### src/rtl/vcalu_pkg.sv
package vcalu_pkg;
  localparam int LANES = 4;

  typedef enum logic [1:0] {
    OP_MUL = 2'b00,
    OP_MAD = 2'b01,
    OP_DP4 = 2'b10,
    OP_DPH = 2'b11
  } op_e;

  typedef enum logic [1:0] {
    MD_FULL = 2'b00,
    MD_S31  = 2'b01,
    MD_S22  = 2'b10,
    MD_NOP  = 2'b11
  } mode_e;
endpackage

### src/rtl/vcalu_decode.sv
module vcalu_decode
  import vcalu_pkg::*;
(
  input  logic                  valid,
  input  logic [1:0]            mode,
  input  logic [1:0]            opm,
  input  logic [1:0]            ops,
  input  logic [LANES-1:0]      mskm,
  input  logic [LANES-1:0]      msks,
  output logic [LANES-1:0]      own_p,
  output logic [LANES-1:0]      own_s,
  output logic [LANES-1:0][1:0] lane_op,
  output logic [LANES-1:0]      wen,
  output logic                  err
);
  logic split;

  always_comb begin
    unique case (mode)
      MD_FULL: begin own_p = 4'b1111; own_s = 4'b0000; end
      MD_S31:  begin own_p = 4'b0111; own_s = 4'b1000; end
      MD_S22:  begin own_p = 4'b0011; own_s = 4'b1100; end
      default: begin own_p = 4'b0000; own_s = 4'b0000; end
    endcase
    split = (mode == MD_S31) || (mode == MD_S22);
    err   = valid && split && ((opm == OP_DP4) || (ops == OP_DP4));
    for (int i = 0; i < LANES; i++) begin
      lane_op[i] = own_p[i] ? opm : ops;
    end
    wen = (valid && !err) ? ((own_p & mskm) | (own_s & msks)) : '0;
  end
endmodule

### src/rtl/vcalu_mul_stage.sv
module vcalu_mul_stage
  import vcalu_pkg::*;
#(
  parameter int W    = 16,
  parameter int FRAC = 8
) (
  input  logic [LANES-1:0]          own_p,
  input  logic [LANES-1:0][W-1:0]   a_p,
  input  logic [LANES-1:0][W-1:0]   b_p,
  input  logic [LANES-1:0][W-1:0]   c_p,
  input  logic [LANES-1:0][W-1:0]   a_s,
  input  logic [LANES-1:0][W-1:0]   b_s,
  input  logic [LANES-1:0][W-1:0]   c_s,
  output logic [LANES-1:0][2*W-1:0] prod,
  output logic [LANES-1:0][2*W-1:0] addend
);
  localparam int PW = 2 * W;

  for (genvar i = 0; i < LANES; i++) begin : g_lane
    logic signed [W-1:0]  a_sel;
    logic signed [W-1:0]  b_sel;
    logic        [W-1:0]  c_sel;
    logic signed [PW-1:0] p;
    assign a_sel = own_p[i] ? a_p[i] : a_s[i];
    assign b_sel = own_p[i] ? b_p[i] : b_s[i];
    assign c_sel = own_p[i] ? c_p[i] : c_s[i];
    assign p     = a_sel * b_sel;
    assign prod[i]   = p;
    assign addend[i] = {{(W-FRAC){c_sel[W-1]}}, c_sel, {FRAC{1'b0}}};
  end
endmodule

### src/rtl/vcalu_reduce_sat.sv
module vcalu_reduce_sat
  import vcalu_pkg::*;
#(
  parameter int W    = 16,
  parameter int FRAC = 8
) (
  input  logic [LANES-1:0][2*W-1:0] prod,
  input  logic [LANES-1:0][2*W-1:0] addend,
  input  logic [LANES-1:0][1:0]     lane_op,
  input  logic [LANES-1:0]          own_p,
  input  logic [LANES-1:0]          own_s,
  input  logic                      cfn_sel,
  input  logic [W-1:0]              cfn_val,
  output logic [LANES-1:0][W-1:0]   res
);
  localparam int PW = 2 * W;
  localparam int SW = PW + 2;
  localparam logic signed [SW-1:0] RND  = SW'(1) << (FRAC - 1);
  localparam logic signed [SW-1:0] MAXV = {{(SW-W+1){1'b0}}, {(W-1){1'b1}}};
  localparam logic signed [SW-1:0] MINV = {{(SW-W+1){1'b1}}, {(W-1){1'b0}}};

  logic signed [SW-1:0] ext_p [LANES];
  logic signed [SW-1:0] ext_c [LANES];
  logic signed [SW-1:0] sum_p;
  logic signed [SW-1:0] sum_s;

  for (genvar i = 0; i < LANES; i++) begin : g_ext
    assign ext_p[i] = {{2{prod[i][PW-1]}}, prod[i]};
    assign ext_c[i] = {{2{addend[i][PW-1]}}, addend[i]};
  end

  always_comb begin
    sum_p = '0;
    sum_s = '0;
    for (int i = 0; i < LANES; i++) begin
      if (own_p[i]) sum_p = sum_p + ext_p[i];
      if (own_s[i]) sum_s = sum_s + ext_p[i];
    end
  end

  for (genvar i = 0; i < LANES; i++) begin : g_out
    logic signed [SW-1:0] acc;
    logic signed [SW-1:0] rnd;
    logic signed [SW-1:0] shv;
    logic        [W-1:0]  sat;

    always_comb begin
      unique case (lane_op[i])
        OP_MUL:  acc = ext_p[i];
        OP_MAD:  acc = ext_p[i] + ext_c[i];
        default: acc = own_p[i] ? sum_p : sum_s;
      endcase
      rnd = acc + RND;
      shv = rnd >>> FRAC;
      if (shv > MAXV)      sat = MAXV[W-1:0];
      else if (shv < MINV) sat = MINV[W-1:0];
      else                 sat = shv[W-1:0];
    end

    if (i == LANES - 1) begin : g_cfn
      assign res[i] = cfn_sel ? cfn_val : sat;
    end else begin : g_plain
      assign res[i] = sat;
    end
  end
endmodule

### src/rtl/vec_coissue_alu.sv
module vec_coissue_alu
  import vcalu_pkg::*;
#(
  parameter int W    = 16,
  parameter int FRAC = 8
) (
  input  logic                 clk,
  input  logic                 rst_n,
  input  logic                 in_valid,
  input  logic [1:0]           in_mode,
  input  logic [1:0]           op_main,
  input  logic [1:0]           op_side,
  input  logic [LANES-1:0]     mask_main,
  input  logic [LANES-1:0]     mask_side,
  input  logic [LANES*W-1:0]   src_a_main,
  input  logic [LANES*W-1:0]   src_b_main,
  input  logic [LANES*W-1:0]   src_c_main,
  input  logic [LANES*W-1:0]   src_a_side,
  input  logic [LANES*W-1:0]   src_b_side,
  input  logic [LANES*W-1:0]   src_c_side,
  input  logic                 cfn_sel,
  input  logic [W-1:0]         cfn_val,
  output logic                 out_valid,
  output logic [LANES-1:0]     out_wen,
  output logic                 out_err,
  output logic [LANES*W-1:0]   out_data
);
  localparam int PW = 2 * W;

  logic rst_meta, rst_int;

  always_ff @(posedge clk or negedge rst_n) begin
    if (!rst_n) begin
      rst_meta <= 1'b0;
      rst_int  <= 1'b0;
    end else begin
      rst_meta <= 1'b1;
      rst_int  <= rst_meta;
    end
  end

  logic [LANES-1:0]          d_own_p, d_own_s, d_wen;
  logic [LANES-1:0][1:0]     d_lane_op;
  logic                      d_err;
  logic [LANES-1:0][PW-1:0]  m_prod, m_add;

  vcalu_decode u_dec (
    .valid   (in_valid),
    .mode    (in_mode),
    .opm     (op_main),
    .ops     (op_side),
    .mskm    (mask_main),
    .msks    (mask_side),
    .own_p   (d_own_p),
    .own_s   (d_own_s),
    .lane_op (d_lane_op),
    .wen     (d_wen),
    .err     (d_err)
  );

  vcalu_mul_stage #(.W(W), .FRAC(FRAC)) u_mul (
    .own_p  (d_own_p),
    .a_p    (src_a_main),
    .b_p    (src_b_main),
    .c_p    (src_c_main),
    .a_s    (src_a_side),
    .b_s    (src_b_side),
    .c_s    (src_c_side),
    .prod   (m_prod),
    .addend (m_add)
  );

  // stage 1 state
  logic                      s1_valid, s1_valid_d;
  logic [LANES-1:0][PW-1:0]  s1_prod, s1_add;
  logic [LANES-1:0][1:0]     s1_op;
  logic [LANES-1:0]          s1_own_p, s1_own_s, s1_wen, s1_wen_d;
  logic                      s1_err, s1_err_d;
  logic                      s1_cfn_sel;
  logic [W-1:0]              s1_cfn_val;
  logic                      s1_ld;

  always_comb begin
    s1_ld      = in_valid;
    s1_valid_d = in_valid;
    s1_wen_d   = in_valid ? d_wen : '0;
    s1_err_d   = in_valid && d_err;
  end

  always_ff @(posedge clk or negedge rst_int) begin
    if (!rst_int) begin
      s1_valid   <= 1'b0;
      s1_wen     <= '0;
      s1_err     <= 1'b0;
      s1_prod    <= '0;
      s1_add     <= '0;
      s1_op      <= '0;
      s1_own_p   <= '0;
      s1_own_s   <= '0;
      s1_cfn_sel <= 1'b0;
      s1_cfn_val <= '0;
    end else begin
      s1_valid <= s1_valid_d;
      s1_wen   <= s1_wen_d;
      s1_err   <= s1_err_d;
      if (s1_ld) begin
        s1_prod    <= m_prod;
        s1_add     <= m_add;
        s1_op      <= d_lane_op;
        s1_own_p   <= d_own_p;
        s1_own_s   <= d_own_s;
        s1_cfn_sel <= cfn_sel;
        s1_cfn_val <= cfn_val;
      end
    end
  end

  logic [LANES-1:0][W-1:0] r_res;

  vcalu_reduce_sat #(.W(W), .FRAC(FRAC)) u_red (
    .prod    (s1_prod),
    .addend  (s1_add),
    .lane_op (s1_op),
    .own_p   (s1_own_p),
    .own_s   (s1_own_s),
    .cfn_sel (s1_cfn_sel),
    .cfn_val (s1_cfn_val),
    .res     (r_res)
  );

  // stage 2 state
  logic                  o_valid_d, o_err_d, o_ld;
  logic [LANES-1:0]      o_wen_d;

  always_comb begin
    o_ld      = s1_valid;
    o_valid_d = s1_valid;
    o_wen_d   = s1_valid ? s1_wen : '0;
    o_err_d   = s1_valid && s1_err;
  end

  always_ff @(posedge clk or negedge rst_int) begin
    if (!rst_int) begin
      out_valid <= 1'b0;
      out_wen   <= '0;
      out_err   <= 1'b0;
      out_data  <= '0;
    end else begin
      out_valid <= o_valid_d;
      out_wen   <= o_wen_d;
      out_err   <= o_err_d;
      if (o_ld) out_data <= r_res;
    end
  end
endmodule

### config.mk
export PLATFORM = sky130hd
export DESIGN_NAME = vec_coissue_alu
export DESIGN_NICKNAME = d
export VERILOG_FILES = /design/src/rtl/vcalu_pkg.sv /design/src/rtl/vcalu_decode.sv /design/src/rtl/vcalu_mul_stage.sv /design/src/rtl/vcalu_reduce_sat.sv /design/src/rtl/vec_coissue_alu.sv
export SDC_FILE = /design/constraint.sdc
export NUM_CORES = 2
export LEC_CHECK = 0
export BUFFER_PORTS_ARGS = -buffer_cell sky130_fd_sc_hd__buf_4
export CAP_MARGIN = 20
export CORE_MARGIN = 4
export CORE_UTILIZATION = 65
export DETAILED_ROUTE_END_ITERATION = 7
export MAX_ROUTING_LAYER = met4
export PLACE_DENSITY = 0.85
export SYNTH_ARGS = -nofsm -noshare
export SYNTH_HDL_FRONTEND = slang
export SYNTH_SLANG_ARGS = --single-unit
### constraint.sdc
create_clock -name clk -period 15 [get_ports clk]
set_input_delay 1.5 -clock clk [delete_from_list [all_inputs] [get_ports clk]]
set_output_delay 1.5 -clock clk [all_outputs]
set_load 0.02 [all_outputs]
==> metrics <==
status=completed; maximum buffer depth of the clock tree=3; GRT overflow=0; Slew @ Worst Pin=about 1.2 ns; reg2reg path depth=37; detailed-route via count=between 60000 and 70000; cells after synthesis=roughly 8300; asr flop ratio synth=1.000; CP max stage cell=dfrtp_2; vias in the first global route=slightly below 70000; clock root cell=clkbuf_16; Crit path largest cell delay=between 0.7 and 0.8 ns; core area=109300 um2; Ports=488; largest net degree at the start of global routing=~120; DIE AREA=approximately 120000 um2; DR WL/cell=approximately 25 um; DIE HEIGHT=340.3 um; footprint of the multi-input gates=~59000 um2; register bit total from synthesis=298; Initial DRC Count=6825; CTS tree=done; post-CTS resize count=0; GRT met3 Usage=0.1057; # nets final=10720; first-pass GRT wire length=around 390000 um; worst r2r dst=out_data[19]$_DFFE_PN0P_; Worst Setup Path Type=reg -> reg; most common cell after layout, fill and taps aside=inv_1; gp weighted congestion=between 1 and 1.5; Mean Syn Cell Area=between 8 and 9 um2; layout cells sized above 1=0.1319; crit path DAT=roughly 12 ns; CP Max Fanout=48; initial antenna violation count=14; Rel. slew slack=0.2096; commonest non-fill, non-tap cells in the layout=1237 x inv_1, 1058 x fa_1, 906 x nand2_1; max-cap viol count=0; grt met2 use=0.6987; DR DRC count=0; detailed placement HPWL=210000 um; Die W=340.3 um; Clock Latency Late Sink=between 0.5 and 0.6 ns; Crit path max-delay family=compound AO/OA/AOI/OAI gates; Tmin final=between 10 and 15 ns; P&R area growth vs syn=9.136%; H-Tree Depth=2; Overall Global Routing Usage=0.4521; register area share after synthesis=0.1039; CP bufs+invs=3; post-CTS setup buffer count=0; grt met1 use=0.5585; WP data required=approximately 15 ns; Post-Synthesis Net Count=10370; Setup TNS Final=0 ns; busiest layer in global routing=met2; Max Slew Vio Count=0; r2r startpoint=s1_own_p[1]$_DFFE_PN0P_; RSZ-0062 raised after global routing=no; CTS buffer count=36; Seq. cell area=7467 um2; Distinct cells, synth=134; hold_buf cts=0; HP Class=reg -> async; number of synthesized flops with an enable pin=0; Ys Warns=0; Startpoint Class=register; DRT Wirelength=~260000 um; Initial Util=0.6566; Post-Syn Area=around 70000 um2; fillcell total=8014; total clock sinks=approximately 300; row cnt=between 100 and 150; Max Clk Rate=84.72 MHz; Clock transition at path regs=around 0.070 ns; Port Buffer Count=485; Crit. End Element=register; period utilisation layout=0.7869; final hold vios=0; antenna-violating nets left=0; clock skew=0.01679 ns; Top FF cell, synth=dfrtp_1; reg-to-reg slack, setup=roughly 3.2 ns; Setup Viol. Count Final=0; DRT Pass-1 Iters=6; Via density=~6.4
[area by class of cell]
cell class / count / area share
diodes: 11 / 0.0003514
clock buffers: 49 / 0.01329
clock inverters: 15 / 0.001981
inverters: 1240 / 0.05942
multi-input cells: 6504 / 0.7474
flip-flops and latches: 298 / 0.09533
well taps: 1476 / 0.02358
repair buffers: 608 / 0.05867
[flip-flops by register name (all words and copies together) (netlist names), 2 cells and up]
register and count:
s1_wen 4, out_data 64, s1_prod 128, s1_own_s 2
out_wen 4, s1_add 64, s1_op 6, s1_cfn_val 16
s1_own_p 3
[how the worst max path moves through the flow]
stage,from,endpoint,depth (start not counted)
global route,s1_own_p[1]$_DFFE_PN0P_,out_data[19]$_DFFE_PN0P_,37
global placement,s1_own_p[1]$_DFFE_PN0P_,out_data[17]$_DFFE_PN0P_,36
floorplan,s1_own_p[1]$_DFFE_PN0P_,out_data[21]$_DFFE_PN0P_,42
detailed placement,s1_own_p[1]$_DFFE_PN0P_,out_data[19]$_DFFE_PN0P_,37
finish,s1_own_p[1]$_DFFE_PN0P_,out_data[19]$_DFFE_PN0P_,37
CTS,s1_own_p[1]$_DFFE_PN0P_,out_data[19]$_DFFE_PN0P_,37
[Yosys cell counts, drive strengths merged, types with 60 or more instances]
cell | number | area (um2)
xnor2 | 236 | 2074
nor2 | 795 | 2994
nand2b | 74 | 462.9
o211ai | 60 | 474.2
xor2 | 97 | 849.6
a21oi | 446 | 2345
nand3 | 131 | 660.6
inv | 1238 | 4647
nor3 | 133 | 733.2
fa | 1058 | 21180
o21ai | 248 | 1267
and2 | 119 | 744.5
buf | 64 | 320.3
clkbuf | 234 | 878.3
dfrtp | 298 | 7457
a211oi | 85 | 683.2
and3 | 60 | 380.4
mux2 | 248 | 2793
a21o | 105 | 788.3
mux2i | 229 | 2292
nand2 | 927 | 3532
or3 | 67 | 424.2
ha | 552 | 6907
[worst register-to-register path: cells and delay by family, from the launching register on]
family	cells	cell delay (ns)
adders and majority gates	3	1.09
buffers and inverters	3	0.87
AOI/OAI and AO/OA	16	5.30
muxes	1	0.40
and+or+nand+nor	12	2.78
xor gates and xnor gates	2	0.55
DFF	1	0.71
[through the flow]
step	instance area (um2)	util	instances	worst slack [ns]	hold slack, ns
after floorplan	71780	-	8340	5.517	0.3312
after global placement	77050	0.7048	10120	3.631	0.3013
after detailed placement	77060	0.7050	10120	3.698	0.3015
after CTS	78260	0.7160	10190	3.598	0.3065
after global routing	78330	0.7166	10200	2.670	0.3404
final	78330	0.7166	10200	3.197	0.2949
[layer usage]
layer  part of all wire  up-vias
met3               0.11     1011
met4              0.067        0
met2               0.45     4008
li1                   -    28430
met5                  0        -
met1               0.37    32300
[cell families (layout without fill, tap and decap cells)]
family	after synthesis	after routing	synth area share
flip-flops	298	298	0.1039
AO/OA/AOI/OAI	1461	1461	0.1403
adder cells (fa/ha/maj)	1611	1611	0.3915
AND/OR/NAND/NOR	2621	2621	0.1711
other	1	12	0.00005225
XOR/XNOR	333	333	0.04074
buffers and inverters	1538	1912	0.08155
multiplexers	477	477	0.07084
Power is left out: the tool's default activity adds up to more than one toggle a clock period on the data nets, which glitch-free logic cannot reach.
